===== config.mk =====
export PLATFORM = sky130hd
export DESIGN_NAME = irq_ctrl
export DESIGN_NICKNAME = d
export VERILOG_FILES = /design/src/rtl/irq_pkg.sv /design/src/rtl/irq_regs.sv /design/src/rtl/irq_arbiter.sv /design/src/rtl/irq_level_track.sv /design/src/rtl/irq_ctrl.sv
export SDC_FILE = /design/constraint.sdc
export NUM_CORES = 1
export LEC_CHECK = 0
export ABC_AREA = 1
export BUFFER_PORTS_ARGS = -buffer_cell sky130_fd_sc_hd__buf_2
export CAP_MARGIN = 20
export CORE_ASPECT_RATIO = 0.6
export CORE_MARGIN = 4
export CORE_UTILIZATION = 50
export DETAILED_ROUTE_END_ITERATION = 6
export PLACE_DENSITY_LB_ADDON = 0.2
export SKIP_CTS_REPAIR_TIMING = 1
export SKIP_LAST_GASP = 1
export SYNTH_ARGS = -nofsm -noshare
export SYNTH_HDL_FRONTEND = slang
export SYNTH_SLANG_ARGS = --single-unit

===== constraint.sdc =====
create_clock -name clk_i -period 4.3 [get_ports clk_i]
set_clock_uncertainty 0.15 [all_clocks]
set_input_delay 0.215 -clock clk_i [delete_from_list [all_inputs] [get_ports clk_i]]
set_output_delay 0.215 -clock clk_i [all_outputs]
set_load 0.005 [all_outputs]

===== src/rtl/irq_pkg.sv =====
package irq_pkg;
  localparam int NSRC      = 6;
  localparam int SRC_W     = $clog2(NSRC);
  localparam int FLAG_W    = 8;
  localparam int REG_W     = 8;
  localparam int GLOBAL_EN = 7;
  localparam int HW_CLR_N  = 4;               // sources 0..3 cleared by hardware
  localparam logic [REG_W-1:0] EN_MASK = 8'hBF;
  localparam logic [REG_W-1:0] PR_MASK = 8'h3F;
  localparam logic [15:0] VEC_BASE  = 16'h0003;
  localparam int          VEC_SHIFT = 3;

  function automatic logic [15:0] vec_of(input logic [SRC_W-1:0] s);
    return VEC_BASE + (16'(s) << VEC_SHIFT);
  endfunction
endpackage


===== src/rtl/irq_regs.sv =====
module irq_regs
  import irq_pkg::*;
(
  input  logic             clk_i,
  input  logic             rst_ni,
  input  logic             wr_i,
  input  logic             sel_i,
  input  logic [REG_W-1:0] wdata_i,
  output logic [REG_W-1:0] en_o,
  output logic [REG_W-1:0] prio_o
);
  logic [REG_W-1:0] en_q, pr_q;

  always_ff @(posedge clk_i or negedge rst_ni) begin
    if (!rst_ni) begin
      en_q <= '0;
      pr_q <= '0;
    end else if (wr_i) begin
      if (sel_i) pr_q <= wdata_i & PR_MASK;
      else       en_q <= wdata_i & EN_MASK;
    end
  end

  assign en_o   = en_q;
  assign prio_o = pr_q;

  AST_UNUSED_BITS_ZERO: assert property (@(posedge clk_i) disable iff (!rst_ni)
    wr_i |=> (en_q[6] == 1'b0) && (pr_q[7:6] == 2'b00));
endmodule


===== src/rtl/irq_arbiter.sv =====
module irq_arbiter
  import irq_pkg::*;
#(
  parameter int N   = NSRC,
  parameter int IDX = SRC_W
) (
  input  logic [N-1:0]   req_i,
  input  logic [N-1:0]   prio_i,
  input  logic           allow_hi_i,
  input  logic           allow_lo_i,
  output logic           win_valid_o,
  output logic [IDX-1:0] win_idx_o,
  output logic           win_hi_o
);
  logic [N-1:0]   hi_req, lo_req;
  logic           hi_any, lo_any;
  logic [IDX-1:0] hi_idx, lo_idx;

  assign hi_req = allow_hi_i ? (req_i & prio_i)  : '0;
  assign lo_req = allow_lo_i ? (req_i & ~prio_i) : '0;

  // lowest index wins within a level
  always_comb begin
    hi_any = 1'b0;
    lo_any = 1'b0;
    hi_idx = '0;
    lo_idx = '0;
    for (int i = N - 1; i >= 0; i--) begin
      if (hi_req[i]) begin hi_any = 1'b1; hi_idx = IDX'(i); end
      if (lo_req[i]) begin lo_any = 1'b1; lo_idx = IDX'(i); end
    end
  end

  assign win_valid_o = hi_any | lo_any;
  assign win_hi_o    = hi_any;
  assign win_idx_o   = hi_any ? hi_idx : lo_idx;
endmodule


===== src/rtl/irq_level_track.sv =====
module irq_level_track (
  input  logic       clk_i,
  input  logic       rst_ni,
  input  logic       set_i,
  input  logic       set_hi_i,
  input  logic       release_i,
  output logic [1:0] isr_o,
  output logic       allow_hi_o,
  output logic       allow_lo_o
);
  logic [1:0] isr_q, isr_d;

  always_comb begin
    isr_d = isr_q;
    if (release_i) begin
      if (isr_q[1]) isr_d[1] = 1'b0;
      else          isr_d[0] = 1'b0;
    end
    if (set_i) isr_d[set_hi_i] = 1'b1;
  end

  always_ff @(posedge clk_i or negedge rst_ni) begin
    if (!rst_ni) isr_q <= '0;
    else         isr_q <= isr_d;
  end

  assign isr_o      = isr_q;
  assign allow_hi_o = ~isr_q[1];
  assign allow_lo_o = (isr_q == 2'b00);

  AST_RETI_RELEASES: assert property (@(posedge clk_i) disable iff (!rst_ni)
    (release_i && !set_i && (isr_q != 2'b00)) |=>
      ($countones(isr_q) < $past($countones(isr_q))));
  AST_SET_MARKS_LEVEL: assert property (@(posedge clk_i) disable iff (!rst_ni)
    (set_i && !release_i) |=> isr_q[$past(set_hi_i)]);
endmodule


===== src/rtl/irq_ctrl.sv =====
module irq_ctrl
  import irq_pkg::*;
(
  input  logic              clk_i,
  input  logic              rst_ni,
  input  logic [FLAG_W-1:0] flag_i,
  input  logic              instr_last_i,
  input  logic              reti_i,
  input  logic              reg_wr_i,
  input  logic              reg_sel_i,
  input  logic [REG_W-1:0]  reg_wdata_i,
  output logic [REG_W-1:0]  en_o,
  output logic [REG_W-1:0]  prio_o,
  output logic              vec_valid_o,
  output logic [15:0]       vec_addr_o,
  output logic [SRC_W-1:0]  vec_src_o,
  input  logic              vec_ack_i,
  output logic [FLAG_W-1:0] flag_clr_o,
  output logic [1:0]        in_service_o
);
  logic [REG_W-1:0] en_q, pr_q;
  logic [NSRC-1:0]  src_flag, src_req;
  logic             allow_hi, allow_lo;
  logic             win_valid, win_hi;
  logic [SRC_W-1:0] win_idx;
  logic             pend_q, lvl_q;
  logic [SRC_W-1:0] src_q;
  logic             poll_ok, accept, ack_ok;
  logic [1:0]       isr;

  irq_regs u_regs (
    .clk_i   (clk_i),
    .rst_ni  (rst_ni),
    .wr_i    (reg_wr_i),
    .sel_i   (reg_sel_i),
    .wdata_i (reg_wdata_i),
    .en_o    (en_q),
    .prio_o  (pr_q)
  );

  // single-flag sources map straight, dual-flag sources are ORed
  genvar g;
  generate
    for (g = 0; g < NSRC; g++) begin : g_src
      if (g < HW_CLR_N) begin : g_single
        assign src_flag[g] = flag_i[g];
      end else begin : g_dual
        assign src_flag[g] = flag_i[2*g - HW_CLR_N] | flag_i[2*g - HW_CLR_N + 1];
      end
    end
  endgenerate

  assign src_req = en_q[GLOBAL_EN] ? (src_flag & en_q[NSRC-1:0]) : '0;

  irq_arbiter #(.N(NSRC), .IDX(SRC_W)) u_arb (
    .req_i       (src_req),
    .prio_i      (pr_q[NSRC-1:0]),
    .allow_hi_i  (allow_hi),
    .allow_lo_i  (allow_lo),
    .win_valid_o (win_valid),
    .win_idx_o   (win_idx),
    .win_hi_o    (win_hi)
  );

  assign poll_ok = instr_last_i & ~reti_i & ~reg_wr_i & ~pend_q;
  assign accept  = poll_ok & win_valid;
  assign ack_ok  = vec_ack_i & pend_q;

  always_ff @(posedge clk_i or negedge rst_ni) begin
    if (!rst_ni) begin
      pend_q <= 1'b0;
      src_q  <= '0;
      lvl_q  <= 1'b0;
    end else if (accept) begin
      pend_q <= 1'b1;
      src_q  <= win_idx;
      lvl_q  <= win_hi;
    end else if (ack_ok) begin
      pend_q <= 1'b0;
    end
  end

  irq_level_track u_lvl (
    .clk_i      (clk_i),
    .rst_ni     (rst_ni),
    .set_i      (ack_ok),
    .set_hi_i   (lvl_q),
    .release_i  (reti_i),
    .isr_o      (isr),
    .allow_hi_o (allow_hi),
    .allow_lo_o (allow_lo)
  );

  always_comb begin
    flag_clr_o = '0;
    if (ack_ok && (int'(src_q) < HW_CLR_N)) flag_clr_o[src_q] = 1'b1;
  end

  assign en_o         = en_q;
  assign prio_o       = pr_q;
  assign vec_valid_o  = pend_q;
  assign vec_src_o    = pend_q ? src_q : '0;
  assign vec_addr_o   = pend_q ? vec_of(src_q) : 16'h0000;
  assign in_service_o = isr;

  AST_ACCEPT_ON_LAST: assert property (@(posedge clk_i) disable iff (!rst_ni)
    $rose(vec_valid_o) |-> $past(instr_last_i));
  AST_BLOCK_RETI_WRITE: assert property (@(posedge clk_i) disable iff (!rst_ni)
    $rose(vec_valid_o) |-> $past(!reti_i && !reg_wr_i));
  AST_VEC_HOLD: assert property (@(posedge clk_i) disable iff (!rst_ni)
    (vec_valid_o && !vec_ack_i) |=> (vec_valid_o && $stable(vec_addr_o) && $stable(vec_src_o)));
  AST_ACK_DROPS: assert property (@(posedge clk_i) disable iff (!rst_ni)
    (vec_valid_o && vec_ack_i) |=> !vec_valid_o);
  AST_HI_NOT_PREEMPTED: assert property (@(posedge clk_i) disable iff (!rst_ni)
    $rose(vec_valid_o) |-> !$past(in_service_o[1]));
  AST_VEC_SLOT: assert property (@(posedge clk_i) disable iff (!rst_ni)
    vec_valid_o |-> (vec_addr_o[2:0] == 3'b011) && (vec_addr_o[15:6] == '0));
  AST_CLR_NEEDS_ACK: assert property (@(posedge clk_i) disable iff (!rst_ni)
    (|flag_clr_o) |-> (vec_ack_i && vec_valid_o && $onehot(flag_clr_o)));
endmodule


After elaboration in Yosys (flattened, before gate mapping)
Index checks and enable logic that the tools add are counted.
- multipliers: 0
- shifts and indexed selects: 0
- bitwise logic cells: 17
- mux-type cells: 40
- eq/ne operators: 0
- reductions and logical operators: 7
- div/mod/pow operators: 0
- add/subtract/negate cells: 1
- magnitude comparators: 5
- operators by type and width (kind ; count):
    $mux W3 ; 14
    $and A6 B6 Y6 ; 3
    $mux W6 ; 3
    $mux W1 ; 17
    $mux W8 ; 1
    $add A2 B6 Y7 const A ; 1
    $mux W7 ; 1
    $not A6 Y6 ; 1
    $and A1 B1 Y1 ; 5
    $lt A3 B4 Y1 const B ; 1
    $mux W2 ; 2
    $not A1 Y1 ; 4
    $reduce_and A2 Y1 ; 2
    $demux W1 S3 ; 1
    $ge A3 B1 Y1 const B ; 1
    $logic_and A1 B1 Y1 ; 3
    $lt A3 B3 Y1 const B ; 1
    $or A1 B1 Y1 ; 3
    $logic_not A2 Y1 ; 1
    $lt A1 B2 Y1 const B ; 1
    $or A2 B2 Y2 ; 1
    $reduce_bool A2 Y1 ; 1
    $demux W1 S1 ; 1
    $ge A1 B1 Y1 const B ; 1
- bits in registers: 20
- ROM bits: 0
- memories kept: 0
- bits in latches: 0
- input bits: 23
- RAM bits: 0

Logic depth before layout (Yosys ltp)
- depth after elaboration: 14
- gate-level depth with buffers: 13
- gate-level depth less buffers: 12

By module
From an unflattened synthesis, not the netlist that was laid out.
- cell total of the unflattened synthesis: 195
- area, all modules: 1370.1 um^2
- by module, submodules not included (module ; sequential area each (um^2) ; area each (um^2) ; times used ; cells each):
    irq_regs ; 325.3 ; 548.0 ; 1 ; 61
    irq_ctrl ; 125.1 ; 491.7 ; 1 ; 74
    irq_arbiter ; 0.0 ; 239.0 ; 1 ; 49
    irq_level_track ; 50.0 ; 91.3 ; 1 ; 11

Least setup slack after synthesis
OpenSTA, ideal clock, no wires.
- kind: register to register
- start: register u_lvl.isr_q[1] (netlist: u_lvl.isr_o[1])
- end: register lvl_q
- path buffers: 1
- setup slack: 2.853 ns
- required time: 4.029 ns
- cell stages (with the launch flop): 10
- data arrival time: 1.176 ns
- cell sequence: dfrtp_1 buf_6 nor2_8 nand2_1 nor2_2 nor2_4 nand3_2 nor2_1 nor2_1 o21ai_1
- cells in the longest elaborated chain, start to end: 10
- elaborated cells between the ends (all ways): 17
- classes of those cells: mux (14); bitwise (2); reduce/logical (1)
- ends and longest elaborated chain (item ; RTL line ; RTL):
    start, declared ; irq_level_track.sv:11 ; logic [1:0] isr_q, isr_d;
    start signal, assigned ; irq_level_track.sv:24 ; else isr_q <= isr_d;
    $logic_not A2 Y1 ; irq_level_track.sv:29 ; assign allow_lo_o = (isr_q == 2'b00);
    $mux W6 ; irq_arbiter.sv:20 ; assign lo_req = allow_lo_i ? (req_i & ~prio_i) : '0;
    $mux W1 (6 in series) ; irq_arbiter.sv:30 ; if (lo_req[i]) begin lo_any = 1'b1; lo_idx = IDX'(i); end
    $or A1 B1 Y1 ; irq_arbiter.sv:34 ; assign win_valid_o = hi_any | lo_any;
    $and A1 B1 Y1 ; irq_ctrl.sv:66 ; assign accept = poll_ok & win_valid;
    end signal, assigned ; irq_ctrl.sv:77 ; lvl_q <= win_hi;
    end, declared ; irq_ctrl.sv:26 ; logic pend_q, lvl_q;
Parallel ways exist; a longest one is shown, timed or not.
A chain may end at the register's enable or synchronous reset.

Worst setup path in the final report
Same ends and word-level chain as after synthesis.

==> results by stage <==
Run status:
- The flow ran to the end, and the final reports show no timing, DRC or antenna violations.

Route:
- The average via count per standard cell is about 4.3.
- The total via count in the routed design is 1299.
- In this run, the number of DRC markers left after iteration 0 of detailed routing was 51.
- The total routed wirelength is 2970 µm.
- In the routed design, unresolved DRC markers number 0.
- The detailed-routing iteration count for the pre-antenna-repair pass is 4.
- The count of nets left with antenna violations once routing finished came out at 0.
- Dividing the detail-routed wire length by the instance count gives 9.82 µm.

Job:
- The count of max-cap constraint violations is 0.

Timing:
- For the final routed database, the setup TNS stands at 0 ps.
- The hold violation total from the final report is 0.
- The minimum clock period after layout is between 1500 and 2000 ps.
- Setup repair after global routing left no endpoint under its margin.
- The total count of max-transition violations in the final report is 0.
- Setup slack on the critical path of the routed design comes to 2600 ps.
- The count of endpoints failing setup in the final report is 0.
- The fmax is between 500 and 600 MHz.
- Of the available clock period, the critical path in the final layout requires 0.396.
- The worst slack on hold paths is roughly 19 ps.

Synthesis:
- The most frequently used flop master after synthesis is sky130_fd_sc_hd__dfrtp_1.
- Averaged over all synthesized cells, the footprint is 7.01 µm².
- The number of enable-type register cells in the synthesized netlist is 0.
- Synthesis handed over a netlist of approximately 220 instances.
- Sorting the synthesized cells by how often they occur yields 50 x sky130_fd_sc_hd__nand2_1, 36 x sky130_fd_sc_hd__inv_1, 23 x sky130_fd_sc_hd__buf_4.
- In the post-synthesis netlist, the biggest area contributors are sky130_fd_sc_hd__dfrtp_1 33%, sky130_fd_sc_hd__nand2_1 12%, sky130_fd_sc_hd__buf_4 11%, sky130_fd_sc_hd__inv_1 8.9%, sky130_fd_sc_hd__o21ai_0 5.6%.
- The share of async-settable or async-resettable flops after synthesis is 1.00.
- The netlist uses 24 different library cells.
- The area share of the largest cell type after synthesis is 0.330.
- The area of the mapped netlist is 1520 µm².
- The cell taking the most area after synthesis is sky130_fd_sc_hd__dfrtp_1.
- Of the synthesized area, sequential elements account for 0.330.
- The synthesis warning total is 0.
- The number of register bits inferred by synthesis is 20.
- The most frequent cell after synthesis is sky130_fd_sc_hd__nand2_1.

Placed design:
- The placement-stage worst setup slack is roughly 2600 ps.
- During placement, the flow inserted port buffers numbering just under 50.
- The placed wire-length estimate is between 2000 and 2500 µm.
- The placer's final routability congestion estimate is roughly 0.76.
- After detailed placement, the design holds a cell count of 297.

Global route:
- The total overflow left after global routing is 0.
- The met1 capacity usage during global routing is 0.215.
- In the global route stage, overall resource usage came out at 0.154.
- For this run, global-route usage on met2 was measured as 0.233.
- The most utilized layer in the global route result is met2.
- The via count of the first global-routing pass is roughly 1.1k.
- The initial antenna violation count was 0.
- The first-pass GRT wire length is about 5000 µm.
- The pin count of the biggest net entering global routing is 21.
- The global-route met3 utilization is 0.0466.

Clock tree:
- The clock tree from TritonCTS is built.
- The tree is rooted in a sky130_fd_sc_hd__clkbuf_8.
- The H-tree depth reported by CTS is 1.
- Clock-pin slew was measured on the worst setup and hold paths at ~70 ps.
- For the worst-skew pair, the clock arrives at the later sink with an insertion delay of 260 ps.
- The number of clock buffers added by TritonCTS is 3.
- The largest buffer count on any clock path is 2.
- The number of clock sinks is 20.

Power and ir drop:
- The worst IR drop on VDD is 0.181 mV.
- Cell internal power was estimated by the tool at 0.384 mW.
- The cell area power density is ~340 nW/µm².
- The clock group share of total power is 0.238.
- Of the total power, the share spent switching nets is 0.362.
- The combinational share of power is 0.308.
- The power dissipated by switching net loads is roughly 0.22 mW.
- The part of the power in registers is 0.454.
- The leakage power figure is ~1.1 nW.

Final layout:
- The post-route non-filler standard cell count is roughly 300.
- From synthesis to final layout, the design area changed by 15.4%.
- The number of inserted diodes is 0.
- Counting the fill cells in the layout gives between 200 and 300.
- The share of layout cells above drive strength 1 is 0.333.
- The net count reported at finish is between 200 and 300.

Setup path:
- The signal on the critical path passes through nor2_1 -> nand3_1 -> nand2_2 -> nor2_4 -> nand2_4 -> nor2_1 -> nor2_1 -> o21ai_1.
- At the worst endpoint, the arrival time is 1730 ps.
- The worst setup path is captured at a register.
- STA classifies the critical path startpoint as a register.
- Data on the critical path is required at its endpoint by roughly 4300 ps.
- The class of the most critical setup path is reg2reg.
- The critical-path maximum fanout is 10.
- Counting stages on the worst path, the most repeated cell is sky130_fd_sc_hd__nor2_1.
- The library cell contributing the largest single delay on the critical path is sky130_fd_sc_hd__dfrtp_1.
- The maximum single-stage delay on the critical path is around 630 ps.

Floorplanning:
- The vertical extent of the die is 50.6 µm.
- During I/O placement, the number of pins put on the boundary was 69.
- After floorplanning, the core was divided into 15 placement rows.
- In this run the standard cell core region covers around 2900 µm².
- The starting utilization of the core area is 0.524.
- The die outline width is between 70 and 80 µm.
- The overall die area is 4000 µm².

Min path:
- The worst min-delay path category is in2reg.
cells in the final DEF (no fill, tap or decap), types with 2 or more instances in the layout:
| cell | instances |
|---|---|
| sky130_fd_sc_hd__nor2_2 | 9 |
| sky130_fd_sc_hd__nand2_1 | 50 |
| sky130_fd_sc_hd__inv_1 | 36 |
| sky130_fd_sc_hd__nand3_1 | 8 |
| sky130_fd_sc_hd__clkbuf_8 | 4 |
| sky130_fd_sc_hd__nor2_4 | 3 |
| sky130_fd_sc_hd__o21ai_0 | 17 |
| sky130_fd_sc_hd__nand2_4 | 2 |
| sky130_fd_sc_hd__buf_2 | 49 |
| sky130_fd_sc_hd__o21ai_1 | 3 |
| sky130_fd_sc_hd__inv_2 | 3 |
| sky130_fd_sc_hd__dlygate4sd3_1 | 2 |
| sky130_fd_sc_hd__nor4_1 | 4 |
| sky130_fd_sc_hd__dfrtp_1 | 20 |
| sky130_fd_sc_hd__nor2_1 | 14 |
| sky130_fd_sc_hd__conb_1 | 18 |
| sky130_fd_sc_hd__nand2_2 | 12 |
registers in the layout, summed over array words and instances (netlist names):
name and count:
u_regs.en_o 7, u_regs.prio_o 6, src_q 3, u_lvl.isr_o 2
lvl_q 1, vec_valid_o 1
power groups by stage:
stage | Combinational, mW | Sequential [mW] | Clock (mW)
2_1_floorplan | 0.151 | 0.263 | 0
3_3_place_gp | 0.182 | 0.275 | 0
3_5_place_dp | 0.184 | 0.276 | 0
4_1_cts | 0.185 | 0.272 | 0.148
5_1_grt | 0.211 | 0.281 | 0.154
6_report | 0.185 | 0.273 | 0.143
per-stage QoR:
| step | cell area, µm² | utilization | power [mW] |
|---|---|---|---|
| floorplan | 1580 | - | 0.415 |
| global placement | 1670 | 0.579 | 0.457 |
| detailed placement | 1670 | 0.579 | 0.460 |
| CTS | 1730 | 0.598 | 0.606 |
| global route | 1750 | 0.605 | 0.646 |
| finish | 1750 | 0.605 | 0.602 |
routing by layer:
layer  vias up  wire length, µm
met1       559             1580
met2        35             1200
met5         -                0
met4         0               10
met3         2              187
li1        703                -
path summary, 6_finish.rpt:
| path | endpoint | slack, ps | cells after the start | start |
|---|---|---|---|---|
| max | lvl_q | 2600 | 8 | u_lvl.isr_o[1] |
| min | u_lvl.isr_o[1] | 20 | 2 | reti_i |
| max reg2reg | lvl_q | 2600 | 8 | u_lvl.isr_o[1] |
| min reg2reg | u_lvl.isr_o[0] | 340 | 1 | lvl_q |
| max in group asynchronous | src_q[1] | 3400 | 2 | rst_ni |
| min in group asynchronous | u_regs.en_o[1] | 280 | 2 | rst_ni |
cell families after synthesis:
logic type,synth area share
muxes,0.00743
DFF,0.330
AOI/OAI and AO/OA,0.0760
and+or+nand+nor,0.353
other,0.00247
buffers and inverters,0.230
layout make-up:
type                            count  area, µm²  share of cell area
Tap cell                           42       52.6              0.0300
Clock buffer                        4       55.1              0.0315
Multi-Input combinational cell    147        729               0.417
Inverter                           39        146              0.0837
Sequential cell                    20        500               0.286
Timing Repair Buffer               51        265               0.152
worst max-delay path: cells and delay by family (launching register included):
family	cells	cell delay [ps]
AND/OR/NAND/NOR	7	690
flip-flops	1	630
AO/OA/AOI/OAI	1	150
Note: power is estimated with default switching activity, not from simulation.
